==> config.mk <==
export PLATFORM = sky130hd
export DESIGN_NAME = irrx_regwin
export DESIGN_NICKNAME = d
export VERILOG_FILES = /design/src/rtl/irrx_pkg.sv /design/src/rtl/irrx_fifo.sv /design/src/rtl/irrx_idle_timer.sv /design/src/rtl/irrx_regwin.sv
export SDC_FILE = /design/constraint.sdc
export NUM_CORES = 1
export LEC_CHECK = 0
export ABC_AREA = 1
export BUFFER_PORTS_ARGS = -buffer_cell sky130_fd_sc_hd__buf_2
export CAP_MARGIN = 20
export CORE_MARGIN = 10
export CORE_UTILIZATION = 50
export DETAILED_ROUTE_END_ITERATION = 7
export GPL_TIMING_DRIVEN = 1
export PLACE_DENSITY = 0.69
export SLEW_MARGIN = 0
export SYNTH_ARGS = -nofsm -noshare
export SYNTH_HDL_FRONTEND = slang
export SYNTH_SLANG_ARGS = --single-unit
==> constraint.sdc <==
create_clock -name clk -period 2.3 [get_ports clk]
set_input_delay 0.23 -clock clk [delete_from_list [all_inputs] [get_ports clk]]
set_output_delay 0.23 -clock clk [all_outputs]
set_load 0.03 [all_outputs]
==> src/rtl/irrx_pkg.sv <==
package irrx_pkg;

    localparam int DW = 8;

    // register offsets
    localparam logic [2:0] OFF_STATUS = 3'd0;
    localparam logic [2:0] OFF_RXDATA = 3'd1;
    localparam logic [2:0] OFF_TXCTRL = 3'd2;
    localparam logic [2:0] OFF_TXDATA = 3'd3;
    localparam logic [2:0] OFF_CTRL   = 3'd4;

    // status bit positions
    localparam int ST_IRQEN  = 7;
    localparam int ST_TXFIN  = 3;
    localparam int ST_TXUNF  = 2;

    // TX control bit positions
    localparam int TXC_START = 7;
    localparam int TXC_END   = 6;

    typedef struct packed {
        logic          irq_en;
        logic          tx_fin;
        logic          tx_unf;
        logic          rx_tout;
        logic          tx_start;
        logic          tx_end;
        logic [DW-1:0] tx_data;
        logic [DW-1:0] idle_lim;
    } regs_t;

endpackage

==> src/rtl/irrx_fifo.sv <==
module irrx_fifo #(
    parameter  int DEPTH = 32,
    parameter  int DW    = 8,
    localparam int AW    = $clog2(DEPTH),
    localparam int CW    = $clog2(DEPTH + 1)
) (
    input  logic          clk,
    input  logic          rst_n,
    input  logic          push,
    input  logic [DW-1:0] din,
    input  logic          pop,
    output logic [DW-1:0] head,
    output logic [CW-1:0] count
);

    typedef struct packed {
        logic [AW-1:0] rd;
        logic [AW-1:0] wr;
        logic [CW-1:0] cnt;
    } fstate_t;

    fstate_t s_d, s_q;
    logic    do_pop, do_push;
    logic [DW-1:0] mem [DEPTH];

    function automatic logic [AW-1:0] step(input logic [AW-1:0] p);
        return (p == AW'(DEPTH - 1)) ? '0 : p + 1'b1;
    endfunction

    always_comb begin
        s_d     = s_q;
        do_pop  = pop && (s_q.cnt != '0);
        do_push = push && ((s_q.cnt != CW'(DEPTH)) || do_pop);
        if (do_pop)  s_d.rd = step(s_q.rd);
        if (do_push) s_d.wr = step(s_q.wr);
        case ({do_push, do_pop})
            2'b10:   s_d.cnt = s_q.cnt + 1'b1;
            2'b01:   s_d.cnt = s_q.cnt - 1'b1;
            default: s_d.cnt = s_q.cnt;
        endcase
    end

    always_ff @(posedge clk or negedge rst_n) begin
        if (!rst_n) s_q <= '0;
        else        s_q <= s_d;
    end

    always_ff @(posedge clk) begin
        if (do_push) mem[s_q.wr] <= din;
    end

    assign head  = mem[s_q.rd];
    assign count = s_q.cnt;

endmodule

==> src/rtl/irrx_idle_timer.sv <==
module irrx_idle_timer #(
    parameter int LW = 8
) (
    input  logic          clk,
    input  logic          rst_n,
    input  logic          restart,
    input  logic          active,
    input  logic [LW-1:0] limit,
    output logic          expired
);

    logic [LW-1:0] cnt_d, cnt_q;

    always_comb begin
        if (restart || !active)   cnt_d = '0;
        else if (cnt_q == '1)     cnt_d = cnt_q;
        else                      cnt_d = cnt_q + 1'b1;
    end

    always_ff @(posedge clk or negedge rst_n) begin
        if (!rst_n) cnt_q <= '0;
        else        cnt_q <= cnt_d;
    end

    assign expired = active && (cnt_q == limit);

endmodule

==> src/rtl/irrx_regwin.sv <==
module irrx_regwin
    import irrx_pkg::*;
#(
    parameter  int          FIFO_DEPTH = 32,
    parameter  logic [7:0]  IDLE_RESET = 8'h14,
    localparam int          CW         = $clog2(FIFO_DEPTH + 1)
) (
    input  logic       clk,
    input  logic       rst_n,
    input  logic       dev_en,
    input  logic       bus_wr,
    input  logic       bus_rd,
    input  logic [2:0] bus_addr,
    input  logic [7:0] bus_wdata,
    output logic [7:0] bus_rdata,
    input  logic       smp_push,
    input  logic [7:0] smp_data,
    input  logic       tx_done,
    input  logic       tx_underrun,
    output logic       irq
);

    regs_t          r_d, r_q;
    logic           wr_ok, rd_ok, pop;
    logic [1:0]     tx_clr;
    logic [DW-1:0]  fifo_head;
    logic [CW-1:0]  fifo_cnt;
    logic           has_data, idle_hit;
    logic [DW-1:0]  status_rd, rdmux;

    assign wr_ok    = dev_en && bus_wr;
    assign rd_ok    = dev_en && bus_rd;
    assign pop      = rd_ok && (bus_addr == OFF_RXDATA);
    assign has_data = (fifo_cnt != '0);

    irrx_fifo #(.DEPTH(FIFO_DEPTH), .DW(DW)) u_fifo (
        .clk   (clk),
        .rst_n (rst_n),
        .push  (smp_push),
        .din   (smp_data),
        .pop   (pop),
        .head  (fifo_head),
        .count (fifo_cnt)
    );

    irrx_idle_timer #(.LW(DW)) u_idle (
        .clk     (clk),
        .rst_n   (rst_n),
        .restart (smp_push),
        .active  (has_data),
        .limit   (r_q.idle_lim),
        .expired (idle_hit)
    );

    // next-state computation
    always_comb begin
        r_d    = r_q;
        tx_clr = (wr_ok && (bus_addr == OFF_STATUS)) ?
                 bus_wdata[ST_TXFIN:ST_TXUNF] : 2'b00;
        if (wr_ok) begin
            case (bus_addr)
                OFF_STATUS: r_d.irq_en = bus_wdata[ST_IRQEN];
                OFF_TXCTRL: begin
                    r_d.tx_start = bus_wdata[TXC_START];
                    r_d.tx_end   = bus_wdata[TXC_END];
                end
                OFF_TXDATA: r_d.tx_data  = bus_wdata;
                OFF_CTRL:   r_d.idle_lim = bus_wdata;
                default: ;
            endcase
        end
        // events win over a clear in the same cycle
        r_d.tx_fin  = tx_done     || (r_q.tx_fin && !tx_clr[1]);
        r_d.tx_unf  = tx_underrun || (r_q.tx_unf && !tx_clr[0]);
        if (tx_done) r_d.tx_start = 1'b0;
        // receive timeout follows the FIFO, never host-clearable with data held
        r_d.rx_tout = has_data && (r_q.rx_tout || idle_hit);
    end

    always_ff @(posedge clk or negedge rst_n) begin
        if (!rst_n) begin
            r_q          <= '0;
            r_q.idle_lim <= IDLE_RESET;
        end else begin
            r_q <= r_d;
        end
    end

    // read path
    assign status_rd = {r_q.irq_en, 3'b000, r_q.tx_fin, r_q.tx_unf,
                        r_q.rx_tout && has_data, has_data};

    always_comb begin
        case (bus_addr)
            OFF_STATUS: rdmux = status_rd;
            OFF_RXDATA: rdmux = has_data ? fifo_head : '0;
            OFF_TXCTRL: rdmux = {r_q.tx_start, r_q.tx_end, 6'b000000};
            OFF_TXDATA: rdmux = r_q.tx_data;
            OFF_CTRL:   rdmux = r_q.idle_lim;
            default:    rdmux = '0;
        endcase
    end

    assign bus_rdata = dev_en ? rdmux : 8'hFF;
    assign irq       = r_q.irq_en && (r_q.tx_fin || r_q.tx_unf || has_data);

endmodule

==> metrics.txt, run 1 <==
# TYPE chip_impl_metric gauge
chip_impl_info{name="synth-main-ff-cell",value="sky130_fd_sc_hd__edfxtp_1"} 1
chip_impl_metric{name="critPathMaxFanout",unit=""} 17
chip_impl_metric{name="cp.required",unit="ps"} 2070
chip_impl_metric{name="slew-limit-headroom",unit=""} 0.4670
chip_impl_metric{name="timing.final.crit_share",unit=""} 1.124
chip_impl_metric{name="dr_drc_count",unit=""} 0
chip_impl_metric{name="finalHoldWorstSlack",unit="ps"} 22.17
chip_impl_metric{name="clock-skew-final",unit="ps"} 16.10
chip_impl_info{name="busiest_layer",value="met2"} 1
chip_impl_info{name="crit_path_from",value="u_fifo.s_q[11]"} 1
chip_impl_metric{name="design.portCount",unit=""} 36
chip_impl_metric{name="fp.dieH",unit="microns"} 184.4
chip_impl_metric{name="placementRows",unit=""} 60
chip_impl_metric{name="antenna_violations_before_repair",unit=""} 0
chip_impl_metric{name="asyncSetResetFlopFracSynth",unit=""} 0.1523
chip_impl_metric{name="antenna_cells",unit=""} 0
chip_impl_info{name="reg2reg_from",value="u_fifo.count[2]"} 1
chip_impl_metric{name="post_synth_num_cell_types",unit=""} 41
chip_impl_metric{name="register_clock_pin_slew_on_the_reported_worst_setup_and_hold_paths",unit="ps"} 60
chip_impl_metric{name="synth_area_per_cell",unit="sq um"} 10.12
chip_impl_metric{name="global_route.usage.met2",unit=""} 0.3242
chip_impl_metric{name="finalCriticalPeriod",unit="ps"} 2586
chip_impl_metric{name="die_w",unit="microns"} 184.4
chip_impl_metric{name="routed-via-count",unit=""} 9804
chip_impl_metric{name="p_leak",unit="uW"} 0.006872
chip_impl_metric{name="gp_routability_congestion",unit=""} 0.8681
chip_impl_metric{name="initialDrtViolationCount",unit=""} 964
chip_impl_info{name="worstSetupStartpointType",value="flop"} 1
chip_impl_info{name="violations",value="setup timing"} 1
chip_impl_info{name="hold_start",value="bus_wdata[3]"} 1
chip_impl_info{name="cts_root_buf",value="sky130_fd_sc_hd__clkbuf_16"} 1
chip_impl_metric{name="timing.final.setup_violations",unit=""} 8
chip_impl_info{name="cts_tree",value="built"} 1
chip_impl_metric{name="clk_path_buf_depth",unit=""} 3
chip_impl_metric{name="grt_max_degree",unit=""} 40
chip_impl_metric{name="fillerInstances",unit=""} 2006
chip_impl_metric{name="number_of_cts_inserted_buffers",unit=""} 31
chip_impl_metric{name="drv.max_cap_violation_count",unit=""} 0
chip_impl_info{name="timing.setup.critical_path_class",value="reg2out"} 1
chip_impl_metric{name="synthesis.yosys.warnings",unit=""} 0
chip_impl_metric{name="layout.nets",unit=""} 1478
chip_impl_metric{name="synth_cells",unit=""} 1336
chip_impl_info{name="setup_repair_after_global_routing_missed_its_margin",value="true"} 1
chip_impl_info{name="synth_top_area_cell",value="sky130_fd_sc_hd__edfxtp_1"} 1
chip_impl_metric{name="powerDensity",unit="nW/um^2"} 1078
chip_impl_metric{name="synth_fp_nets",unit=""} 1376
chip_impl_metric{name="global_route.usage.total",unit=""} 0.1975
chip_impl_metric{name="cts_sinks",unit=""} 302
chip_impl_metric{name="globalRouteMet3Util",unit=""} 0.02402
chip_impl_metric{name="tightestPinTransition",unit="ps"} 798.7
chip_impl_metric{name="drt_pass1_iterations",unit=""} 8
chip_impl_metric{name="netlist_area",unit="sq um"} 13520
chip_impl_info{name="timing.hold.worst.class",value="in2reg"} 1
chip_impl_metric{name="grt_pass1_vias",unit=""} 9554
chip_impl_metric{name="finalWorstSetupSlack",unit="ps"} -285.5
chip_impl_metric{name="slew_viol_final",unit=""} 0
chip_impl_metric{name="clk-insertion-delay-late",unit="ps"} 560
chip_impl_metric{name="dp_hpwl",unit="microns"} 19990
chip_impl_metric{name="synth.yosys.seq_area_share",unit=""} 0.6540
chip_impl_metric{name="fmax",unit="MHz"} 386.8
chip_impl_metric{name="viasPerCell",unit=""} 5.444
chip_impl_metric{name="final_cells",unit=""} 1801
chip_impl_metric{name="start_util",unit=""} 0.5044
chip_impl_metric{name="synth_top_area_frac",unit=""} 0.5687
chip_impl_metric{name="numPlacedInstances",unit=""} 1719
chip_impl_metric{name="timing_hold_violations_final",unit=""} 0
chip_impl_metric{name="grt_overflow",unit=""} 0
chip_impl_metric{name="grt_util_met1",unit=""} 0.2601
chip_impl_info{name="outcome",value="finished, violations left"} 1
chip_impl_metric{name="area_growth_syn_to_layout",unit="%"} 20.53
chip_impl_metric{name="vdd.ir_drop.worst",unit="uV"} 738.7
chip_impl_metric{name="core_region_area",unit="sq um"} 26800
chip_impl_metric{name="layout-drive-gt1-share",unit=""} 0.1808
chip_impl_metric{name="critPathArrivalTime",unit="ps"} 2360
chip_impl_metric{name="routed_wl",unit="microns"} 33860
chip_impl_info{name="critical_path.endpoint_type",value="output port"} 1
chip_impl_metric{name="detail_route.wl_per_cell",unit="microns"} 18.80
chip_impl_metric{name="deepest_level_of_the_cts_h_tree",unit=""} 1
chip_impl_metric{name="design.die.area",unit="sq um"} 34010
chip_impl_metric{name="ff_latch_count_synth",unit=""} 302
chip_impl_metric{name="synth_edf_count",unit=""} 256
chip_impl_metric{name="antenna_left",unit=""} 0
chip_impl_metric{name="port_buffers",unit=""} 35
chip_impl_metric{name="grt_first_pass_wirelength",unit="microns"} 52540
chip_impl_info{name="yosys-top-cells-area",value="sky130_fd_sc_hd__edfxtp_1 (57%), sky130_fd_sc_hd__nand2_1 (13%), sky130_fd_sc_hd__dfrtp_1 (8.1%)"} 1
==> kinds of logic (layout without fill, tap and decap cells) <==
family / count (synthesis) / in the layout / share of synthesized area
AOI/OAI and AO/OA: 73 / 73 / 0.03091
xor gates and xnor gates: 13 / 13 / 0.008423
adders and majority gates: 13 / 13 / 0.01259
buffers and inverters: 194 / 318 / 0.06257
DFF: 302 / 302 / 0.6540
and+or+nand+nor: 741 / 741 / 0.2315
==> cell usage in the layout (no fill, tap or decap), types with 8 or more instances in the layout <==
| cell type | n |
|---|---|
| sky130_fd_sc_hd__a21oi_1 | 11 |
| sky130_fd_sc_hd__buf_2 | 27 |
| sky130_fd_sc_hd__buf_4 | 59 |
| sky130_fd_sc_hd__buf_6 | 11 |
| sky130_fd_sc_hd__clkbuf_16 | 35 |
| sky130_fd_sc_hd__clkinv_1 | 8 |
| sky130_fd_sc_hd__dfrtp_1 | 41 |
| sky130_fd_sc_hd__dlygate4sd3_1 | 10 |
| sky130_fd_sc_hd__edfxtp_1 | 256 |
| sky130_fd_sc_hd__ha_1 | 10 |
| sky130_fd_sc_hd__inv_1 | 128 |
| sky130_fd_sc_hd__nand2_1 | 466 |
| sky130_fd_sc_hd__nand2_2 | 8 |
| sky130_fd_sc_hd__nand3_1 | 128 |
| sky130_fd_sc_hd__nand3_2 | 55 |
| sky130_fd_sc_hd__nand3_4 | 10 |
| sky130_fd_sc_hd__nor2_1 | 53 |
| sky130_fd_sc_hd__o21ai_0 | 34 |
| sky130_fd_sc_hd__o21ai_1 | 8 |
| sky130_fd_sc_hd__xor2_1 | 11 |
==> flip-flops by register name (all words and copies together) (netlist names) <==
register / flops
u_idle.cnt_q: 8
r_q: 22
u_fifo.s_q: 10
u_fifo.count: 6
u_fifo.mem: 256
==> worst max-delay path, cell delays in order (launching register included) <==
cell,delay (ps)
sky130_fd_sc_hd__dfrtp_4,530
sky130_fd_sc_hd__buf_12,170
sky130_fd_sc_hd__buf_16,160
sky130_fd_sc_hd__nor2_2,110
sky130_fd_sc_hd__nor2_1,40
sky130_fd_sc_hd__o21ai_1,90
sky130_fd_sc_hd__nand3_1,120
sky130_fd_sc_hd__nand3_2,100
sky130_fd_sc_hd__nand3_4,110
sky130_fd_sc_hd__nand3_4,120
sky130_fd_sc_hd__nand3_2,90
sky130_fd_sc_hd__buf_6,150
==> power breakdown <==
part	internal, uW	switching (uW)
Sequential	6410	275
Clock	2780	2020
Combinational	2190	3890
Total	11400	6190
==> metrics by stage <==
stage | instance area, sq um | setup WS [ps] | utilization | TNS, ps | total power (uW)
after floorplan | 13520 | 25.45 | - | 0 | 9937
after global placement | 14390 | 120.6 | 0.5370 | 0 | 11570
after detailed placement | 14390 | 101.4 | 0.5370 | 0 | 11630
after CTS | 16020 | -275.0 | 0.5978 | -2002 | 17160
after global routing | 16290 | -346.6 | 0.6079 | -2580 | 18400
final | 16290 | -285.5 | 0.6079 | -2019 | 17560
==> what timing repair did <==
action                                  in CTS  in global routing
hold buffers                                10                  0
endpoints found under the hold margin       35                  0
setup buffers                                6                  3
gates resized for setup                     92                 30
gates cloned                                 4                  4
pin swaps                                   20                 17
endpoints found under the setup margin       8                  9
==> area by class of cell <==
cell class | count | area [sq um] | area share
Inverter | 137 | 531.8 | 0.03264
Timing Repair Buffer | 126 | 1250 | 0.07672
Clock buffer | 34 | 787.0 | 0.04830
Sequential cell | 302 | 8847 | 0.5430
Multi-Input combinational cell | 840 | 4272 | 0.2622
Tap cell | 341 | 426.7 | 0.02619
Clock inverter | 21 | 178.9 | 0.01098
==> final timing paths <==
path	end	slack, ps	depth (start not counted)
max	bus_rdata[5]	-290	11
min	r_q[11]	20	3
max reg2reg	u_fifo.count[5]	180	15
min reg2reg	r_q[4]	490	2
max in group asynchronous	u_fifo.s_q[11]	1530	3
min in group asynchronous	r_q[12]	170	2
==> metal layers <==
layer / part of all wire / wire, microns / up-vias
met5: 0 / 0 / -
met3: 0.057 / 1942 / 96
met4: 0.039 / 1336 / 0
li1: - / - / 4641
met2: 0.49 / 16490 / 350
met1: 0.42 / 14090 / 4717
==> Yosys cell counts (8+ instances only) <==
cell type / number
sky130_fd_sc_hd__buf_2: 24
sky130_fd_sc_hd__nand2_1: 469
sky130_fd_sc_hd__clkbuf_1: 12
sky130_fd_sc_hd__inv_1: 130
sky130_fd_sc_hd__nand3_1: 192
sky130_fd_sc_hd__a21oi_1: 11
sky130_fd_sc_hd__dfrtp_1: 44
sky130_fd_sc_hd__edfxtp_1: 256
sky130_fd_sc_hd__o21ai_1: 8
sky130_fd_sc_hd__o21ai_0: 34
sky130_fd_sc_hd__buf_4: 8
sky130_fd_sc_hd__xor2_1: 11
sky130_fd_sc_hd__ha_1: 12
sky130_fd_sc_hd__nor2_1: 56
(Power assumes the default switching activity.)
==> run 2, diff against run 1 <==
--- a/config.mk
+++ b/config.mk
@@ -5,15 +5,13 @@
 export SDC_FILE = /design/constraint.sdc
 export NUM_CORES = 1
 export LEC_CHECK = 0
-export ABC_AREA = 1
 export BUFFER_PORTS_ARGS = -buffer_cell sky130_fd_sc_hd__buf_2
 export CAP_MARGIN = 20
 export CORE_MARGIN = 10
 export CORE_UTILIZATION = 50
 export DETAILED_ROUTE_END_ITERATION = 7
 export GPL_TIMING_DRIVEN = 1
-export PLACE_DENSITY = 0.69
-export SLEW_MARGIN = 0
+export PLACE_DENSITY = 0.74
 export SYNTH_ARGS = -nofsm -noshare
 export SYNTH_HDL_FRONTEND = slang
 export SYNTH_SLANG_ARGS = --single-unit
==> run 2 against run 1 <==
  * The run still ends with setup timing left
  * Largest power group unchanged
  * Final cell count fell by 30%
  * Synthesized cell count fell by 45%
  * Largest cell class unchanged
  * Die area fell by 5.6%
  * Sequential share of layout area rose by 1.7 points
  * Fmax fell by 15%
  * Combinational power fell by 28%
==> metrics.txt, run 2 <==
# TYPE chip_impl_metric gauge
chip_impl_metric{name="layout-drive-gt1-share",unit=""} 0.3980
chip_impl_metric{name="grt_max_degree",unit=""} 34
chip_impl_metric{name="preCtsSetupSlack",unit="ps"} -234.6
chip_impl_metric{name="synthesis.yosys.warnings",unit=""} 0
chip_impl_metric{name="timing.final.setup_violations",unit=""} 14
chip_impl_metric{name="drt_pass1_iterations",unit=""} 5
chip_impl_metric{name="routed_wl",unit="microns"} 30770
chip_impl_metric{name="synth.area.mux_share",unit=""} 0.1524
chip_impl_metric{name="critPathMaxFanout",unit=""} 7
chip_impl_info{name="critical-path-slowest-cell",value="sky130_fd_sc_hd__dfrtp_4"} 1
chip_impl_info{name="setup_repair_after_global_routing_missed_its_margin",value="true"} 1
chip_impl_metric{name="area_growth_syn_to_layout",unit="%"} 24.67
chip_impl_metric{name="finalWorstSetupSlack",unit="ps"} -755.3
chip_impl_info{name="synth.top_cells.by_count",value="sky130_fd_sc_hd__edfxtp_1 (256), sky130_fd_sc_hd__mux4_2 (58), sky130_fd_sc_hd__nor2_1 (53)"} 1
chip_impl_info{name="yosys-top-cells-area",value="sky130_fd_sc_hd__edfxtp_1 (61%), sky130_fd_sc_hd__mux4_2 (10%), sky130_fd_sc_hd__dfrtp_1 (8.7%)"} 1
chip_impl_metric{name="total_power",unit="uW"} 16650
chip_impl_metric{name="fin_util",unit=""} 0.6308
chip_impl_info{name="worstPathCellList",value="buf_12, buf_8, mux4_2, a22oi_2, a31oi_4, a21oi_2, o211ai_1, buf_4"} 1
chip_impl_metric{name="final_cells",unit=""} 1252
chip_impl_metric{name="design.portCount",unit=""} 36
chip_impl_metric{name="grt_overflow",unit=""} 0
chip_impl_metric{name="antenna_violations_before_repair",unit=""} 0
chip_impl_metric{name="finalCriticalPeriod",unit="ps"} 3055
chip_impl_metric{name="timing.final.crit_share",unit=""} 1.328
chip_impl_metric{name="fmax",unit="MHz"} 327.3
chip_impl_metric{name="dr_drc_count",unit=""} 0
chip_impl_metric{name="cp.required",unit="ps"} 2070
chip_impl_metric{name="antenna_cells",unit=""} 0
chip_impl_metric{name="switchingPower",unit="uW"} 4700
chip_impl_metric{name="initialDrtViolationCount",unit=""} 712
chip_impl_info{name="reg.largest.list",value="u_fifo.mem: 256 flops, r_q: 22 flops, u_fifo.s_q: 10 flops"} 1
chip_impl_metric{name="p_seq_frac",unit=""} 0.406
chip_impl_info{name="synth-main-ff-cell",value="sky130_fd_sc_hd__edfxtp_1"} 1
chip_impl_metric{name="worstRegToRegCells",unit=""} 11
chip_impl_info{name="outcome",value="finished, violations left"} 1
chip_impl_metric{name="synth_area_per_cell",unit="sq um"} 17.26
chip_impl_metric{name="drv.max_cap_violation_count",unit=""} 0
chip_impl_info{name="cts_root_buf",value="sky130_fd_sc_hd__clkbuf_16"} 1
chip_impl_metric{name="slew_viol_final",unit=""} 0
chip_impl_metric{name="tightestPinTransition",unit="ps"} 679.1
chip_impl_info{name="crit_path_from",value="u_fifo.s_q[11]"} 1
chip_impl_metric{name="dp_hpwl",unit="microns"} 18720
chip_impl_info{name="mostFrequentLayoutCells",value="sky130_fd_sc_hd__edfxtp_1 (256), sky130_fd_sc_hd__buf_4 (82), sky130_fd_sc_hd__mux4_2 (58), sky130_fd_sc_hd__dfrtp_1 (42), sky130_fd_sc_hd__nand2_1 (40)"} 1
chip_impl_info{name="yosysMostFrequentCell",value="sky130_fd_sc_hd__edfxtp_1"} 1
chip_impl_metric{name="timing.reg2reg.setup_slack",unit="ps"} -340
chip_impl_info{name="reg2reg_from",value="u_fifo.count[3]"} 1
chip_impl_metric{name="ff_latch_count_synth",unit=""} 302
chip_impl_metric{name="powerDensity",unit="nW/um^2"} 1055
chip_impl_metric{name="p_leak",unit="uW"} 0.005573
chip_impl_metric{name="synth_fp_nets",unit=""} 774
chip_impl_info{name="cts_tree",value="built"} 1
chip_impl_info{name="crit-reg2reg-capture",value="u_fifo.count[4]"} 1
chip_impl_metric{name="routed-via-count",unit=""} 7498
chip_impl_metric{name="slew-limit-headroom",unit=""} 0.5473
chip_impl_metric{name="synth_top_area_frac",unit=""} 0.6069
chip_impl_metric{name="synth-adder-area-share",unit=""} 0.01343
chip_impl_metric{name="register_clock_pin_slew_on_the_reported_worst_setup_and_hold_paths",unit="ps"} 70
chip_impl_metric{name="vdd.ir_drop.worst",unit="uV"} 754.1
chip_impl_metric{name="critPathArrivalTime",unit="ps"} 2830
chip_impl_metric{name="core_region_area",unit="sq um"} 25040
chip_impl_metric{name="largest_register_ffs",unit=""} 256
chip_impl_metric{name="detail_route.wl_per_cell",unit="microns"} 24.57
chip_impl_metric{name="numPlacedInstances",unit=""} 1178
chip_impl_metric{name="synth_compound_area_frac",unit=""} 0.04692
chip_impl_metric{name="cts_sinks",unit=""} 302
chip_impl_info{name="worstSetupStartpointType",value="flop"} 1
chip_impl_info{name="holdPathEnd",value="r_q[20]"} 1
chip_impl_metric{name="start_util",unit=""} 0.5059
chip_impl_metric{name="timing.critical_path.slowest_cell_delay",unit="ps"} 520
chip_impl_metric{name="synth_cells",unit=""} 734
chip_impl_metric{name="p_clk_frac",unit=""} 0.332
chip_impl_info{name="combinational_family_with_the_most_area_after_synthesis",value="multiplexers"} 1
chip_impl_info{name="largest-register",value="u_fifo.mem"} 1
chip_impl_metric{name="number_of_cts_inserted_buffers",unit=""} 30
chip_impl_info{name="violations",value="setup timing"} 1
chip_impl_metric{name="placementRows",unit=""} 58
chip_impl_metric{name="antenna_left",unit=""} 0
chip_impl_metric{name="design.die.area",unit="sq um"} 32100
chip_impl_info{name="synth_top_area_cell",value="sky130_fd_sc_hd__edfxtp_1"} 1
chip_impl_metric{name="internal_power",unit="uW"} 11950
chip_impl_metric{name="synth_edf_count",unit=""} 256
chip_impl_info{name="timing.hold.worst.class",value="in2reg"} 1
chip_impl_metric{name="min_path_cells",unit=""} 5
chip_impl_metric{name="timing_hold_violations_final",unit=""} 0
chip_impl_metric{name="deepest_level_of_the_cts_h_tree",unit=""} 1
chip_impl_metric{name="post_synth_num_cell_types",unit=""} 62
chip_impl_metric{name="clock-skew-final",unit="ps"} 12.67
chip_impl_metric{name="grt_first_pass_wirelength",unit="microns"} 46890
chip_impl_metric{name="grt_pass1_vias",unit=""} 7801
chip_impl_metric{name="global_route.usage.total",unit=""} 0.1922
chip_impl_metric{name="fp.dieH",unit="microns"} 179.2
chip_impl_info{name="timing.setup.critical_path_class",value="reg2out"} 1
chip_impl_info{name="mostFrequentLayoutCell",value="sky130_fd_sc_hd__edfxtp_1"} 1
chip_impl_metric{name="synth_area_in_simple_gates",unit=""} 0.06164
chip_impl_metric{name="clk_path_buf_depth",unit=""} 3
chip_impl_metric{name="power.combinational.fraction",unit=""} 0.261
chip_impl_metric{name="synth.yosys.seq_area_share",unit=""} 0.6979
chip_impl_metric{name="gp_routability_congestion",unit=""} 0.9145
chip_impl_metric{name="post_synth_xor_area_fraction",unit=""} 0.009680
chip_impl_metric{name="sw_frac_of_total",unit=""} 0.2822
chip_impl_metric{name="netlist_area",unit="sq um"} 12670
chip_impl_metric{name="viasPerCell",unit=""} 5.989
chip_impl_metric{name="die_w",unit="microns"} 179.2
chip_impl_metric{name="asyncSetResetFlopFracSynth",unit=""} 0.1523
chip_impl_metric{name="clk-insertion-delay-late",unit="ps"} 560
chip_impl_metric{name="layout.nets",unit=""} 938
chip_impl_info{name="critical_path.endpoint_type",value="output port"} 1
chip_impl_info{name="hold_start",value="bus_wr"} 1
chip_impl_metric{name="port_buffers",unit=""} 35
-- run 2: how the worst max path moves through the flow --
stage | slack (ps) | endpoint
global placement | -190 | u_fifo.count[4]
global route | -810 | bus_rdata[5]
CTS | -780 | bus_rdata[5]
detailed placement | -230 | u_fifo.count[4]
finish | -760 | bus_rdata[6]
floorplan | -340 | u_fifo.count[5]
-- run 2: repair_timing --
action                                  CTS  global route
cloned                                    1             0
hold buffers                             13             0
endpoints found under the hold margin    34             0
pin swaps                                16            16
resized for setup                        59            75
setup buffers                            11             1
endpoints found under the setup margin   13           270
-- run 2: power groups by stage --
stage | Clock (uW) | Sequential [uW] | Combinational, uW
global placement | 0 | 6830 | 3700
CTS | 5590 | 6750 | 4170
finish | 5540 | 6770 | 4350
floorplan | 0 | 6690 | 2380
detailed placement | 0 | 6850 | 3750
global route | 5810 | 6790 | 4620
-- run 2: final cells by class --
class,count,area (sq um)
fillers,1717,9244
flip-flops and latches,302,8846
multi-input cells,387,3867
repair buffers,169,1503
clock buffers,31,775.7
well taps,330,412.9
clock inverters,25,357.8
inverters,8,30.03
-- run 2: cell families after synthesis --
group | count (synthesis)
fa+ha+maj | 13
compound gates | 81
xor+xnor | 14
flops | 302
buf+inv | 45
mux | 116
simple gates | 163
-- run 2: worst max-delay path: cells and delay by family (launching register included) --
kind            cells  cell delay (ps)
buf+inv             3              460
mux                 1              460
compound gates      4              810
flops               1              520
-- run 2: per-stage QoR --
stage          hold slack, ps  setup TNS (ps)  instance area (sq um)
5_1_grt                 163.1           -9234                  15790
4_1_cts                 129.9           -7538                  15600
3_3_place_gp            176.1           -1521                  13990
3_5_place_dp            189.2           -1887                  13990
6_report                149.0           -7121                  15790
2_1_floorplan          -65.59           -1276                  12680
-- run 2: metal layers --
layer  vias up  part of all wire  track usage
li1       3253                 -            -
met1      3848              0.39       0.2477
met2       321              0.51       0.3280
met3        76             0.070      0.02822
met4         0             0.031      0.06389
met5         -                 0            0
==> run 3, diff against run 2 <==
--- a/config.mk
+++ b/config.mk
@@ -5,6 +5,7 @@
 export SDC_FILE = /design/constraint.sdc
 export NUM_CORES = 1
 export LEC_CHECK = 0
+export ABC_AREA = 1
 export BUFFER_PORTS_ARGS = -buffer_cell sky130_fd_sc_hd__buf_2
 export CAP_MARGIN = 20
 export CORE_MARGIN = 10
@@ -12,6 +13,7 @@
 export DETAILED_ROUTE_END_ITERATION = 7
 export GPL_TIMING_DRIVEN = 1
 export PLACE_DENSITY = 0.74
+export RECOVER_POWER = 100
 export SYNTH_ARGS = -nofsm -noshare
 export SYNTH_HDL_FRONTEND = slang
 export SYNTH_SLANG_ARGS = --single-unit
==> run 3 against run 2 <==
  * The run ends with capacitance limit, slew limit, setup timing left
  * Largest power group unchanged
  * Setup slack better by 370 ps
  * Die area up 6.0%
  * Final cell count up 44%
  * Sequential power down 1%
  * Sequential cell count unchanged
  * Sequential share of layout area down 3.3 points
  * Via count up 33%
  * Utilization down 0.48 points
  * Combinational power up 51%
  * Total power up 11%
  * Design area up 6.2%
  * Clock-buffer cell count up 3
==> metrics.txt, run 3 (synthesized netlist as in run 1, its figures left out) <==
# TYPE chip_impl_metric gauge
chip_impl_info{name="mostFrequentLayoutCells",value="sky130_fd_sc_hd__nand2_1 (448), sky130_fd_sc_hd__edfxtp_1 (256), sky130_fd_sc_hd__inv_1 (128), sky130_fd_sc_hd__nand3_1 (92), sky130_fd_sc_hd__nand3_2 (90)"} 1
chip_impl_metric{name="antenna_left",unit=""} 0
chip_impl_info{name="violations",value="capacitance limit, slew limit, setup timing"} 1
chip_impl_metric{name="grt_pass1_vias",unit=""} 9828
chip_impl_info{name="setup_repair_after_global_routing_missed_its_margin",value="true"} 1
chip_impl_metric{name="fin_util",unit=""} 0.6260
chip_impl_metric{name="fillerInstances",unit=""} 1940
chip_impl_metric{name="start_util",unit=""} 0.5044
chip_impl_metric{name="design.die.area",unit="sq um"} 34010
chip_impl_metric{name="largest_register_ffs",unit=""} 256
chip_impl_metric{name="path_depth",unit=""} 12
chip_impl_metric{name="layout.nets",unit=""} 1483
chip_impl_metric{name="drv.max_cap_violation_count",unit=""} 8
chip_impl_metric{name="fmax",unit="MHz"} 372.4
chip_impl_info{name="timing.hold.worst.class",value="in2reg"} 1
chip_impl_metric{name="p_clk_frac",unit=""} 0.280
chip_impl_metric{name="grt_max_degree",unit=""} 38
chip_impl_metric{name="power.combinational.fraction",unit=""} 0.357
chip_impl_metric{name="sw_frac_of_total",unit=""} 0.3512
chip_impl_metric{name="slew_viol_final",unit=""} 264
chip_impl_metric{name="routed-via-count",unit=""} 10010
chip_impl_metric{name="area_growth_syn_to_layout",unit="%"} 24.11
chip_impl_info{name="timing.setup.critical_path_class",value="reg2out"} 1
chip_impl_metric{name="timing.reg2reg.setup_slack",unit="ps"} 60
chip_impl_metric{name="tightestPinTransition",unit="ps"} 1688
chip_impl_metric{name="cp.required",unit="ps"} 2070
chip_impl_metric{name="finalWorstSetupSlack",unit="ps"} -385.5
chip_impl_metric{name="deepest_level_of_the_cts_h_tree",unit=""} 1
chip_impl_info{name="hold_start",value="bus_wdata[7]"} 1
chip_impl_info{name="critical_path.endpoint",value="bus_rdata[0]"} 1
chip_impl_info{name="worstPathCellList",value="buf_12, buf_12, buf_16, nand2_1, nand2_1, nand2_1, nand3_2, nand3_2, nand3_2, nand3_2, nand3_2, buf_6"} 1
chip_impl_info{name="critical_path.endpoint_type",value="output port"} 1
chip_impl_metric{name="clock-skew-final",unit="ps"} 11.48
chip_impl_metric{name="antenna_cells",unit=""} 0
chip_impl_info{name="largest-register",value="u_fifo.mem"} 1
chip_impl_metric{name="vdd.ir_drop.worst",unit="uV"} 1012
chip_impl_metric{name="finalCriticalPeriod",unit="ps"} 2685
chip_impl_metric{name="critPathArrivalTime",unit="ps"} 2460
chip_impl_metric{name="viasPerCell",unit=""} 5.537
chip_impl_info{name="crit-reg2reg-capture",value="u_fifo.count[5]"} 1
chip_impl_metric{name="number_of_buffer_and_inverter_stages_on_the_critical_path",unit=""} 4
chip_impl_info{name="outcome",value="finished, violations left"} 1
chip_impl_metric{name="switchingPower",unit="uW"} 6477
chip_impl_metric{name="die_w",unit="microns"} 184.4
chip_impl_metric{name="finalHoldWorstSlack",unit="ps"} 33.63
chip_impl_metric{name="grt_overflow",unit=""} 0
chip_impl_metric{name="internal_power",unit="uW"} 11960
chip_impl_metric{name="clk_path_buf_depth",unit=""} 3
chip_impl_metric{name="initialDrtViolationCount",unit=""} 962
chip_impl_metric{name="powerDensity",unit="nW/um^2"} 1099
chip_impl_metric{name="timing.final.setup_violations",unit=""} 8
chip_impl_metric{name="core_region_area",unit="sq um"} 26800
chip_impl_metric{name="clk-insertion-delay-late",unit="ps"} 560
chip_impl_info{name="cts_tree",value="built"} 1
chip_impl_info{name="cts_root_buf",value="sky130_fd_sc_hd__clkbuf_16"} 1
chip_impl_info{name="reg.largest.list",value="u_fifo.mem: 256 flops, r_q: 22 flops, u_fifo.s_q: 10 flops"} 1
chip_impl_metric{name="worstRegToRegCells",unit=""} 15
chip_impl_metric{name="preCtsSetupSlack",unit="ps"} 33.05
chip_impl_metric{name="design.portCount",unit=""} 36
chip_impl_metric{name="cts_sinks",unit=""} 302
chip_impl_metric{name="critPathMaxFanout",unit=""} 8
chip_impl_metric{name="gp_routability_congestion",unit=""} 0.9031
chip_impl_metric{name="dr_drc_count",unit=""} 0
chip_impl_metric{name="timing.critical_path.slowest_cell_delay",unit="ps"} 580
chip_impl_info{name="critical-path-slowest-cell",value="sky130_fd_sc_hd__dfrtp_4"} 1
chip_impl_info{name="crit_path_from",value="u_fifo.s_q[11]"} 1
chip_impl_metric{name="dp_hpwl",unit="microns"} 19840
chip_impl_metric{name="postPlaceCellArea",unit="sq um"} 14350
chip_impl_metric{name="layout-drive-gt1-share",unit=""} 0.2169
chip_impl_metric{name="routed_wl",unit="microns"} 34640
chip_impl_info{name="mostFrequentLayoutCell",value="sky130_fd_sc_hd__nand2_1"} 1
chip_impl_metric{name="detail_route.wl_per_cell",unit="microns"} 19.17
chip_impl_metric{name="p_leak",unit="uW"} 0.007014
chip_impl_info{name="critical-path-top-cell-by-count",value="sky130_fd_sc_hd__nand3_2"} 1
chip_impl_metric{name="timing_hold_violations_final",unit=""} 0
chip_impl_metric{name="placementRows",unit=""} 60
chip_impl_metric{name="timing.final.crit_share",unit=""} 1.168
chip_impl_metric{name="number_of_cts_inserted_buffers",unit=""} 30
chip_impl_metric{name="drt_pass1_iterations",unit=""} 5
chip_impl_info{name="critical_path.top_delay_family",value="simple AND/OR/NAND/NOR gates"} 1
chip_impl_metric{name="final_design_area_no_fill",unit="sq um"} 16780
chip_impl_info{name="reg2reg_from",value="u_fifo.count[3]"} 1
chip_impl_metric{name="port_buffers",unit=""} 35
chip_impl_metric{name="antenna_violations_before_repair",unit=""} 0
chip_impl_metric{name="global_route.usage.total",unit=""} 0.1966
chip_impl_metric{name="slew-limit-headroom",unit=""} -0.1251
chip_impl_info{name="worstSetupStartpointType",value="flop"} 1
chip_impl_metric{name="fp.dieH",unit="microns"} 184.4
chip_impl_metric{name="register_clock_pin_slew_on_the_reported_worst_setup_and_hold_paths",unit="ps"} 60
chip_impl_metric{name="p_seq_frac",unit=""} 0.363
chip_impl_metric{name="grt_first_pass_wirelength",unit="microns"} 52700
[run 3: changes by cell type in the layout (fill, tap and decap cells not counted), sizes merged, moves of 26 or more]
| cell | change |
|---|---|
| mux4 | -58 |
| o21ai | +32 |
| nand2 | +430 |
| buf | -49 |
| inv | +125 |
| mux2i | -32 |
| mux2 | -26 |
| nand3 | +174 |
[run 3: what timing repair did]
item                                    CTS  global route
pin swaps                                30            50
gates cloned                              9             5
setup buffers                             7             6
endpoints found under the setup margin    8             9
endpoints found under the hold margin    39             0
hold buffers                             10             0
resized for setup                       101            85
[run 3: worst min path at each step]
stage | end | slack [ps] | cells past startpoint
2_1_floorplan | r_q[0] | -70 | 0
3_3_place_gp | r_q[20] | 280 | 1
3_5_place_dp | r_q[20] | 270 | 1
4_1_cts | r_q[17] | 7 | 3
5_1_grt | r_q[7] | 30 | 3
6_report | r_q[7] | 30 | 3
[run 3: final cells by class]
cell class	instances	area, sq um	area share
Timing Repair Buffer	131	1371	0.08174
Clock inverter	21	260.3	0.01551
Tap cell	341	426.7	0.02543
Clock buffer	34	787.0	0.04691
Multi-Input combinational cell	840	4543	0.2708
Inverter	137	535.5	0.03192
Sequential cell	302	8847	0.5273
Timing Repair inverter	1	6.256	0.0003729
[run 3: worst min-delay path, delay by kind of cell]
family | cells | cell delay [ps]
compound gates | 1 | 160
buf+inv | 2 | 160
[run 3: power groups by stage]
stage	Sequential (uW)	Clock, uW	Combinational [uW]
finish	6700	5160	6580
global route	6740	5440	7070
CTS	6670	5210	5830
detailed placement	6760	0	4740
global placement	6740	0	4670
floorplan	6700	0	3230
[run 3: metrics by stage]
stage | std cells | setup TNS [ps] | total power (uW)
after global placement | 1717 | 0 | 11410
after global routing | 1807 | -3547 | 19240
after detailed placement | 1717 | 0 | 11500
after CTS | 1798 | -2205 | 17710
after floorplan | 1336 | 0 | 9937
final | 1807 | -2644 | 18440
[run 3: metal layers]
| metal | global-route usage | part of all wire | up-vias |
|---|---|---|---|
| li1 | - | - | 4648 |
| met1 | 0.2416 | 0.38 | 4813 |
| met2 | 0.3416 | 0.51 | 444 |
| met3 | 0.02579 | 0.066 | 100 |
| met4 | 0.08161 | 0.042 | 0 |
| met5 | 0 | 0 | - |
